**src/rtl/xmem_pkg.sv**
```systemverilog
package xmem_pkg;
  localparam int LIM_W = 3;
  localparam int WS_W  = 2;

  typedef enum logic [1:0] {
    ST_IDLE,
    ST_STROBE,
    ST_RELEASE,
    ST_HOLD
  } bus_st_e;

  typedef struct packed {
    logic            en;
    logic [LIM_W-1:0] lim;
    logic [WS_W-1:0]  ws_up;
    logic [WS_W-1:0]  ws_lo;
  } xcfg_t;
endpackage

```
**src/rtl/xmem_sector_decode.sv**
```systemverilog
module xmem_sector_decode
  import xmem_pkg::*;
#(
  parameter int ADDR_W   = 16,
  parameter int EXT_BASE = 'h1100
) (
  input  logic [ADDR_W-1:0] addr,
  input  xcfg_t             cfg,
  output logic              is_ext,
  output logic              use_upper,
  output logic [WS_W-1:0]   ws_sel
);
  localparam int SECT_SHIFT = ADDR_W - LIM_W;
  localparam int NCODE      = 1 << LIM_W;
  localparam logic [ADDR_W-1:0] BASE_A = ADDR_W'(EXT_BASE);

  logic [NCODE-1:0] at_or_above;

  // code 0: no lower sector
  assign at_or_above[0] = 1'b1;

  genvar k;
  generate
    for (k = 1; k < NCODE; k++) begin : g_lim
      localparam logic [ADDR_W-1:0] LIM_A = ADDR_W'(k) << SECT_SHIFT;
      assign at_or_above[k] = (addr >= LIM_A);
    end
  endgenerate

  assign is_ext    = cfg.en && (addr >= BASE_A);
  assign use_upper = at_or_above[cfg.lim];
  assign ws_sel    = use_upper ? cfg.ws_up : cfg.ws_lo;
endmodule

```
**src/rtl/xmem_wait_map.sv**
```systemverilog
module xmem_wait_map
  import xmem_pkg::*;
#(
  parameter int CNT_W = WS_W
) (
  input  logic [WS_W-1:0]  ws,
  output logic [CNT_W-1:0] stretch,
  output logic             hold_en
);
  localparam logic [WS_W-1:0] WS_TOP = '1;

  // top code reuses the longest stretch and adds a trailing idle cycle
  always_comb begin
    if (ws == WS_TOP) begin
      stretch = CNT_W'(WS_TOP - 1'b1);
      hold_en = 1'b1;
    end else begin
      stretch = CNT_W'(ws);
      hold_en = 1'b0;
    end
  end
endmodule

```
**src/rtl/xmem_bus_fsm.sv**
```systemverilog
module xmem_bus_fsm
  import xmem_pkg::*;
#(
  parameter int ADDR_W      = 16,
  parameter int DATA_W      = 8,
  parameter int CNT_W       = 2,
  parameter int MAX_STRETCH = 2
) (
  input  logic              clk,
  input  logic              rst_n,
  input  logic              req_valid,
  input  logic              req_we,
  input  logic [ADDR_W-1:0] req_addr,
  input  logic [DATA_W-1:0] req_wdata,
  input  logic              is_ext,
  input  logic [CNT_W-1:0]  stretch,
  input  logic              hold_en,
  input  logic [DATA_W-1:0] ext_rdata,
  output logic              req_ready,
  output logic [DATA_W-1:0] cpu_rdata,
  output logic [ADDR_W-1:0] ext_addr,
  output logic [DATA_W-1:0] ext_wdata,
  output logic              ext_data_oe,
  output logic              ext_rd_n,
  output logic              ext_wr_n
);
  bus_st_e           st_q;
  logic [CNT_W-1:0]  cnt_q;
  logic              we_q;
  logic              hold_q;
  logic [ADDR_W-1:0] addr_q;
  logic [DATA_W-1:0] wdata_q;
  logic [DATA_W-1:0] rdata_q;

  logic start_ext;
  assign start_ext = (st_q == ST_IDLE) && req_valid && is_ext;

  always_ff @(posedge clk or negedge rst_n) begin
    if (!rst_n) begin
      st_q    <= ST_IDLE;
      cnt_q   <= '0;
      we_q    <= 1'b0;
      hold_q  <= 1'b0;
      addr_q  <= '0;
      wdata_q <= '0;
      rdata_q <= '0;
    end else begin
      unique case (st_q)
        ST_IDLE: begin
          if (start_ext) begin
            st_q    <= ST_STROBE;
            cnt_q   <= stretch;
            hold_q  <= hold_en;
            we_q    <= req_we;
            addr_q  <= req_addr;
            wdata_q <= req_wdata;
          end
        end
        ST_STROBE: begin
          if (cnt_q == '0) begin
            st_q <= ST_RELEASE;
            if (!we_q) rdata_q <= ext_rdata;
          end else begin
            cnt_q <= cnt_q - 1'b1;
          end
        end
        ST_RELEASE: st_q <= hold_q ? ST_HOLD : ST_IDLE;
        ST_HOLD:    st_q <= ST_IDLE;
        default:    st_q <= ST_IDLE;
      endcase
    end
  end

  logic strobe_on;
  assign strobe_on   = (st_q == ST_STROBE);
  assign ext_rd_n    = !(strobe_on && !we_q);
  assign ext_wr_n    = !(strobe_on && we_q);
  assign ext_data_oe = strobe_on && we_q;
  assign ext_wdata   = wdata_q;
  assign ext_addr    = (st_q == ST_IDLE) ? req_addr : addr_q;
  assign req_ready   = ((st_q == ST_IDLE) && req_valid && !is_ext) || (st_q == ST_RELEASE);
  assign cpu_rdata   = ((st_q == ST_RELEASE) && !we_q) ? rdata_q : '0;

  // run length of the current strobe, for the length check
  logic [CNT_W:0] run_q;
  always_ff @(posedge clk or negedge rst_n) begin
    if (!rst_n)         run_q <= '0;
    else if (strobe_on) run_q <= run_q + 1'b1;
    else                run_q <= '0;
  end


  strobe_len_chk: assert property (@(posedge clk) disable iff (!rst_n)
    (!ext_rd_n || !ext_wr_n) |-> (run_q <= (CNT_W+1)'(MAX_STRETCH)));


  strobe_excl_chk: assert property (@(posedge clk) disable iff (!rst_n)
    !(!ext_rd_n && !ext_wr_n));


  strobe_end_ready_chk: assert property (@(posedge clk) disable iff (!rst_n)
    ($rose(ext_rd_n) || $rose(ext_wr_n)) |-> req_ready);


  hold_gap_chk: assert property (@(posedge clk) disable iff (!rst_n)
    (st_q == ST_RELEASE && hold_q) |=> (!req_ready && ext_rd_n && ext_wr_n));


  addr_stable_chk: assert property (@(posedge clk) disable iff (!rst_n)
    (st_q == ST_STROBE || st_q == ST_RELEASE) |-> $stable(ext_addr));


  wdata_stable_chk: assert property (@(posedge clk) disable iff (!rst_n)
    (!ext_wr_n && !$rose(ext_data_oe)) |-> $stable(ext_wdata));
endmodule

```
**src/rtl/xmem_wait_seq.sv**
```systemverilog
module xmem_wait_seq
  import xmem_pkg::*;
#(
  parameter int ADDR_W   = 16,
  parameter int DATA_W   = 8,
  parameter int EXT_BASE = 'h1100
) (
  input  logic              clk,
  input  logic              rst_n,
  input  logic [7:0]        ctrl_byte,
  input  logic              req_valid,
  output logic              req_ready,
  input  logic              req_we,
  input  logic [ADDR_W-1:0] req_addr,
  input  logic [DATA_W-1:0] req_wdata,
  output logic [DATA_W-1:0] cpu_rdata,
  output logic [ADDR_W-1:0] ext_addr,
  output logic [DATA_W-1:0] ext_wdata,
  output logic              ext_data_oe,
  input  logic [DATA_W-1:0] ext_rdata,
  output logic              ext_rd_n,
  output logic              ext_wr_n,
  output logic              pin_override
);
  localparam int CNT_W       = WS_W;
  localparam int MAX_STRETCH = (1 << WS_W) - 2;

  xcfg_t            cfg;
  logic             is_ext;
  logic             use_upper;
  logic [WS_W-1:0]  ws_sel;
  logic [CNT_W-1:0] stretch;
  logic             hold_en;

  assign cfg          = xcfg_t'(ctrl_byte);
  assign pin_override = cfg.en;

  xmem_sector_decode #(
    .ADDR_W  (ADDR_W),
    .EXT_BASE(EXT_BASE)
  ) dec_i (
    .addr     (req_addr),
    .cfg      (cfg),
    .is_ext   (is_ext),
    .use_upper(use_upper),
    .ws_sel   (ws_sel)
  );

  xmem_wait_map #(
    .CNT_W(CNT_W)
  ) map_i (
    .ws     (ws_sel),
    .stretch(stretch),
    .hold_en(hold_en)
  );

  xmem_bus_fsm #(
    .ADDR_W     (ADDR_W),
    .DATA_W     (DATA_W),
    .CNT_W      (CNT_W),
    .MAX_STRETCH(MAX_STRETCH)
  ) fsm_i (
    .clk        (clk),
    .rst_n      (rst_n),
    .req_valid  (req_valid),
    .req_we     (req_we),
    .req_addr   (req_addr),
    .req_wdata  (req_wdata),
    .is_ext     (is_ext),
    .stretch    (stretch),
    .hold_en    (hold_en),
    .ext_rdata  (ext_rdata),
    .req_ready  (req_ready),
    .cpu_rdata  (cpu_rdata),
    .ext_addr   (ext_addr),
    .ext_wdata  (ext_wdata),
    .ext_data_oe(ext_data_oe),
    .ext_rd_n   (ext_rd_n),
    .ext_wr_n   (ext_wr_n)
  );


  lo_sector_chk: assert property (@(posedge clk) disable iff (!rst_n)
    (is_ext && !use_upper) |-> (cfg.lim != '0));


  override_chk: assert property (@(posedge clk) disable iff (!rst_n)
    (!pin_override && ext_rd_n && ext_wr_n && req_valid) |-> req_ready);
endmodule

```
**config.mk**
```make
export PLATFORM = sky130hd
export DESIGN_NAME = xmem_wait_seq
export DESIGN_NICKNAME = d
export VERILOG_FILES = /design/src/rtl/xmem_pkg.sv /design/src/rtl/xmem_sector_decode.sv /design/src/rtl/xmem_wait_map.sv /design/src/rtl/xmem_bus_fsm.sv /design/src/rtl/xmem_wait_seq.sv
export SDC_FILE = /design/constraint.sdc
export NUM_CORES = 1
export LEC_CHECK = 0
export ABC_CLOCK_PERIOD_IN_PS = 2900
export BUFFER_PORTS_ARGS = -buffer_cell sky130_fd_sc_hd__buf_4
export CAP_MARGIN = 10
export CORE_UTILIZATION = 53
export CTS_CLUSTER_DIAMETER = 50
export DETAILED_ROUTE_END_ITERATION = 12
export MAX_ROUTING_LAYER = met4
export PLACE_DENSITY_LB_ADDON = 0.1
export SLEW_MARGIN = 20
export SYNTH_ARGS = -nofsm -noshare
export SYNTH_HDL_FRONTEND = slang
export SYNTH_SLANG_ARGS = --single-unit
```
**constraint.sdc**
```tcl
create_clock -name clk -period 2.9 [get_ports clk]
set_input_delay 0.145 -clock clk [delete_from_list [all_inputs] [get_ports clk]]
set_output_delay 0.145 -clock clk [all_outputs]
set_load 0.01 [all_outputs]
```
==> results.cfg <==
[outcome]
status = completed

[routing]
drt_first_pass_iters = 4
route.vias.total = 1565
ant_nets = 0
drc = 0
vias_per_cell = 5.34
wl_per_cell_um = 14.4
drt_iter0_drc = 46
drt-total-wl_mm = 4.23

[setup_path]
cp_data_required_time_ns = 2.76
arrival_ns = 1.74
crit_start = fsm_i.st_q[1]$_DFFE_PN0P_
regToRegStartpoint = fsm_i.st_q[0]$_DFFE_PN0P_
cp-start-kind = flip-flop
path_class = reg2out
critical_path_peak_fanout = 8
cp-end-kind = output port

[synthesis]
yosys-top-cells-count = dfrtp_1, mux2_2, mux2_4, and2_1, nand2_1
syn_avg_cell_area_um2 = 13.3
async_reset_ff_share_pct = 100
yosysMostFrequentCell = dfrtp_1
syn_area_um2 = 2120
yosysSeqAreaShare_pct = 44.8
synth-main-ff-cell = dfrtp_1
ys_ff_latch = 38
synth.yosys.warnings = 0
ys_types = 44
yosysTopAreaCell = dfrtp_1
yosys.area.top_type_share_pct = 44.8
synth.area.top_cells = dfrtp_1, mux2_4, mux2_2
syn_nets = 205
syn_inst = 160
synth_edf_count = 0

[global_route]
grt_overflow = 0
first_global_vias = 1609
grt_max_degree = 39
grt_use_total_pct = 22.5
grt_pass1_wl_mm = 7.02
antenna_found_initial = 0

[final_layout]
syn_to_final_growth_pct = 34.3
layout-drive-gt1-share_pct = 60.4
fillers = 264
finalNonFillerCells = 293
nets = 289
antenna_cells = 0

[floorplanning]
initial_utilization_pct = 56.7
die_y_um = 65.3
ios = 81
core_area_um2 = 3740
die-area_um2 = 4260
fp.dieW_um = 65.3
rows = 22

[hold_path]
hold_class = in2reg
min_from = req_wdata[4]

[placement]
place_congestion = 0.778
post-dp-hpwl_mm = 3.19
port_buffers = 80
dp_cells = 284

[power_and_ir_drop]
power_frac_seq_pct = 34.5
switchingPower_mw = 0.889
p_leak_nw = 1.43
p_sw_share_pct = 31.9
irDropWorstVdd_mv = 0.549
powerDensity_nw_per_um2 = 978
intPower_mw = 1.90
power_frac_comb_pct = 49.4
clkPwrFrac_pct = 16.1

[clock_tree]
insertion_delay_ns = 0.29
cts_resized = 0
clock_path_buffers = 2
post_cts_buffers = 0
cts-root-buf = clkbuf_8
cts_max_level = 2
cts_sinks = 38
cts_made_buffers = 5
clkTransAtPathRegs_ns = 0.08
cts_tree = yes

[sta]
period_needed_ns = 1.89
rsz0062_at_grt = false
fin_skew_ns = 0.00653
fmax_ghz = 0.530
fin_crit_sh_pct = 65.1
fin_setup_tns_ns = 0
slew_violations = 0
maxSlewHeadroom_pct = 54.6
worst_pin_slew_ns = 0.680
final-setup-viol-count = 0
hold_viol_final = 0

[run]
maxCapViolCount = 0
==> final timing paths <==
kind                                                  endpoint  slack [ns]  depth (start not counted)
worst min register to register    fsm_i.rdata_q[2]$_DFFE_PN0P_        0.50                          1
worst max-delay path                              cpu_rdata[2]        1.01                          3
max in group asynchronous         fsm_i.addr_q[15]$_DFFE_PN0P_        2.24                          2
min in group asynchronous       fsm_i.ext_wdata[7]$_DFFE_PN0P_        0.34                          2
worst max register to register    fsm_i.rdata_q[0]$_DFFE_PN0P_        1.18                          4
worst min-delay path            fsm_i.ext_wdata[4]$_DFFE_PN0P_        0.08                          2
==> per-stage QoR <==
stage                     total power, mW  hold slack [ns]  area, um2  util [%]  setup slack [ns]
final                                2.79           0.0789       2850      76.1              1.01
after global routing                 2.96           0.0676       2850      76.1             0.868
after CTS                            2.82           0.0694       2850      76.1             0.980
after detailed placement             2.35            0.134       2730      72.8              1.16
after global placement               2.30            0.123       2730      72.8              1.18
after floorplan                      1.85           -0.151       2120         -              1.26
==> worst max-delay path, stage by stage, from the launching register on <==
cell and delay [ns]:
dfrtp_1 0.50, nor3b_1 0.61, and2_1 0.22, buf_4 0.12
==> flip-flops by register name, summed over array words and instances, names as in the netlist <==
| name | flops |
|---|---|
| fsm_i.addr_q | 16 |
| fsm_i.cnt_q | 2 |
| fsm_i.ext_wdata | 8 |
| fsm_i.hold_q | 1 |
| fsm_i.rdata_q | 8 |
| fsm_i.st_q | 2 |
| fsm_i.we_q | 1 |
==> cells in the final DEF, fill, tap and decap left out, types with 2 or more instances in the layout <==
master | synthesis | routed
a21oi_1 | 2 | 2
and2_1 | 9 | 9
buf_4 | 2 | 83
nor2b_1 | 3 | 3
nor3b_1 | 3 | 3
nor2_1 | 5 | 5
nand3_1 | 2 | 2
clkbuf_8 | 0 | 5
inv_1 | 6 | 6
dfrtp_1 | 38 | 38
clkinvlp_4 | 0 | 2
o211ai_1 | 2 | 2
mux2_2 | 26 | 26
o21ai_0 | 2 | 2
nand2_1 | 7 | 7
mux2_4 | 22 | 22
==> area by class of cell <==
cell class	instances	area (um2)	share of cell area (%)
multi-input combinational	109	1070	37.5
sequential	38	951	33.4
timing repair buffer	84	633	22.2
clock buffer	5	68.8	2.41
tap	48	60.1	2.11
clock inverter	3	45.0	1.58
inverter	6	22.5	0.790
==> cells by family after synthesis <==
group	Yosys count	synth area share [%]
AOI/OAI and AO/OA	18	7.14
adders and majority gates	1	0.590
buffers and inverters	13	4.78
DFF	38	44.8
muxes	48	29.4
and+or+nand+nor	42	13.3
==> routing by layer <==
metal	part of all wire (%)	GRT usage, %	wire (um)
met5	0	-	0
met3	6.1	5.38	257
met4	1.4	8.15	59
met2	50	37.8	2120
met1	42	26.1	1790
==> power by group through the flow <==
stage	clock network [mW]	logic (mW)	registers, mW
floorplan	0	0.915	0.931
global placement	0	1.34	0.955
detailed placement	0	1.39	0.965
CTS	0.460	1.39	0.963
global route	0.480	1.48	0.998
finish	0.448	1.38	0.961
==> repair_timing <==
item                       in CTS  in global routing
setup endpoints to repair       0                  0
hold buffers                    1                  0
hold endpoints to repair       38                  0
Note: power is estimated with default switching activity, not from simulation.
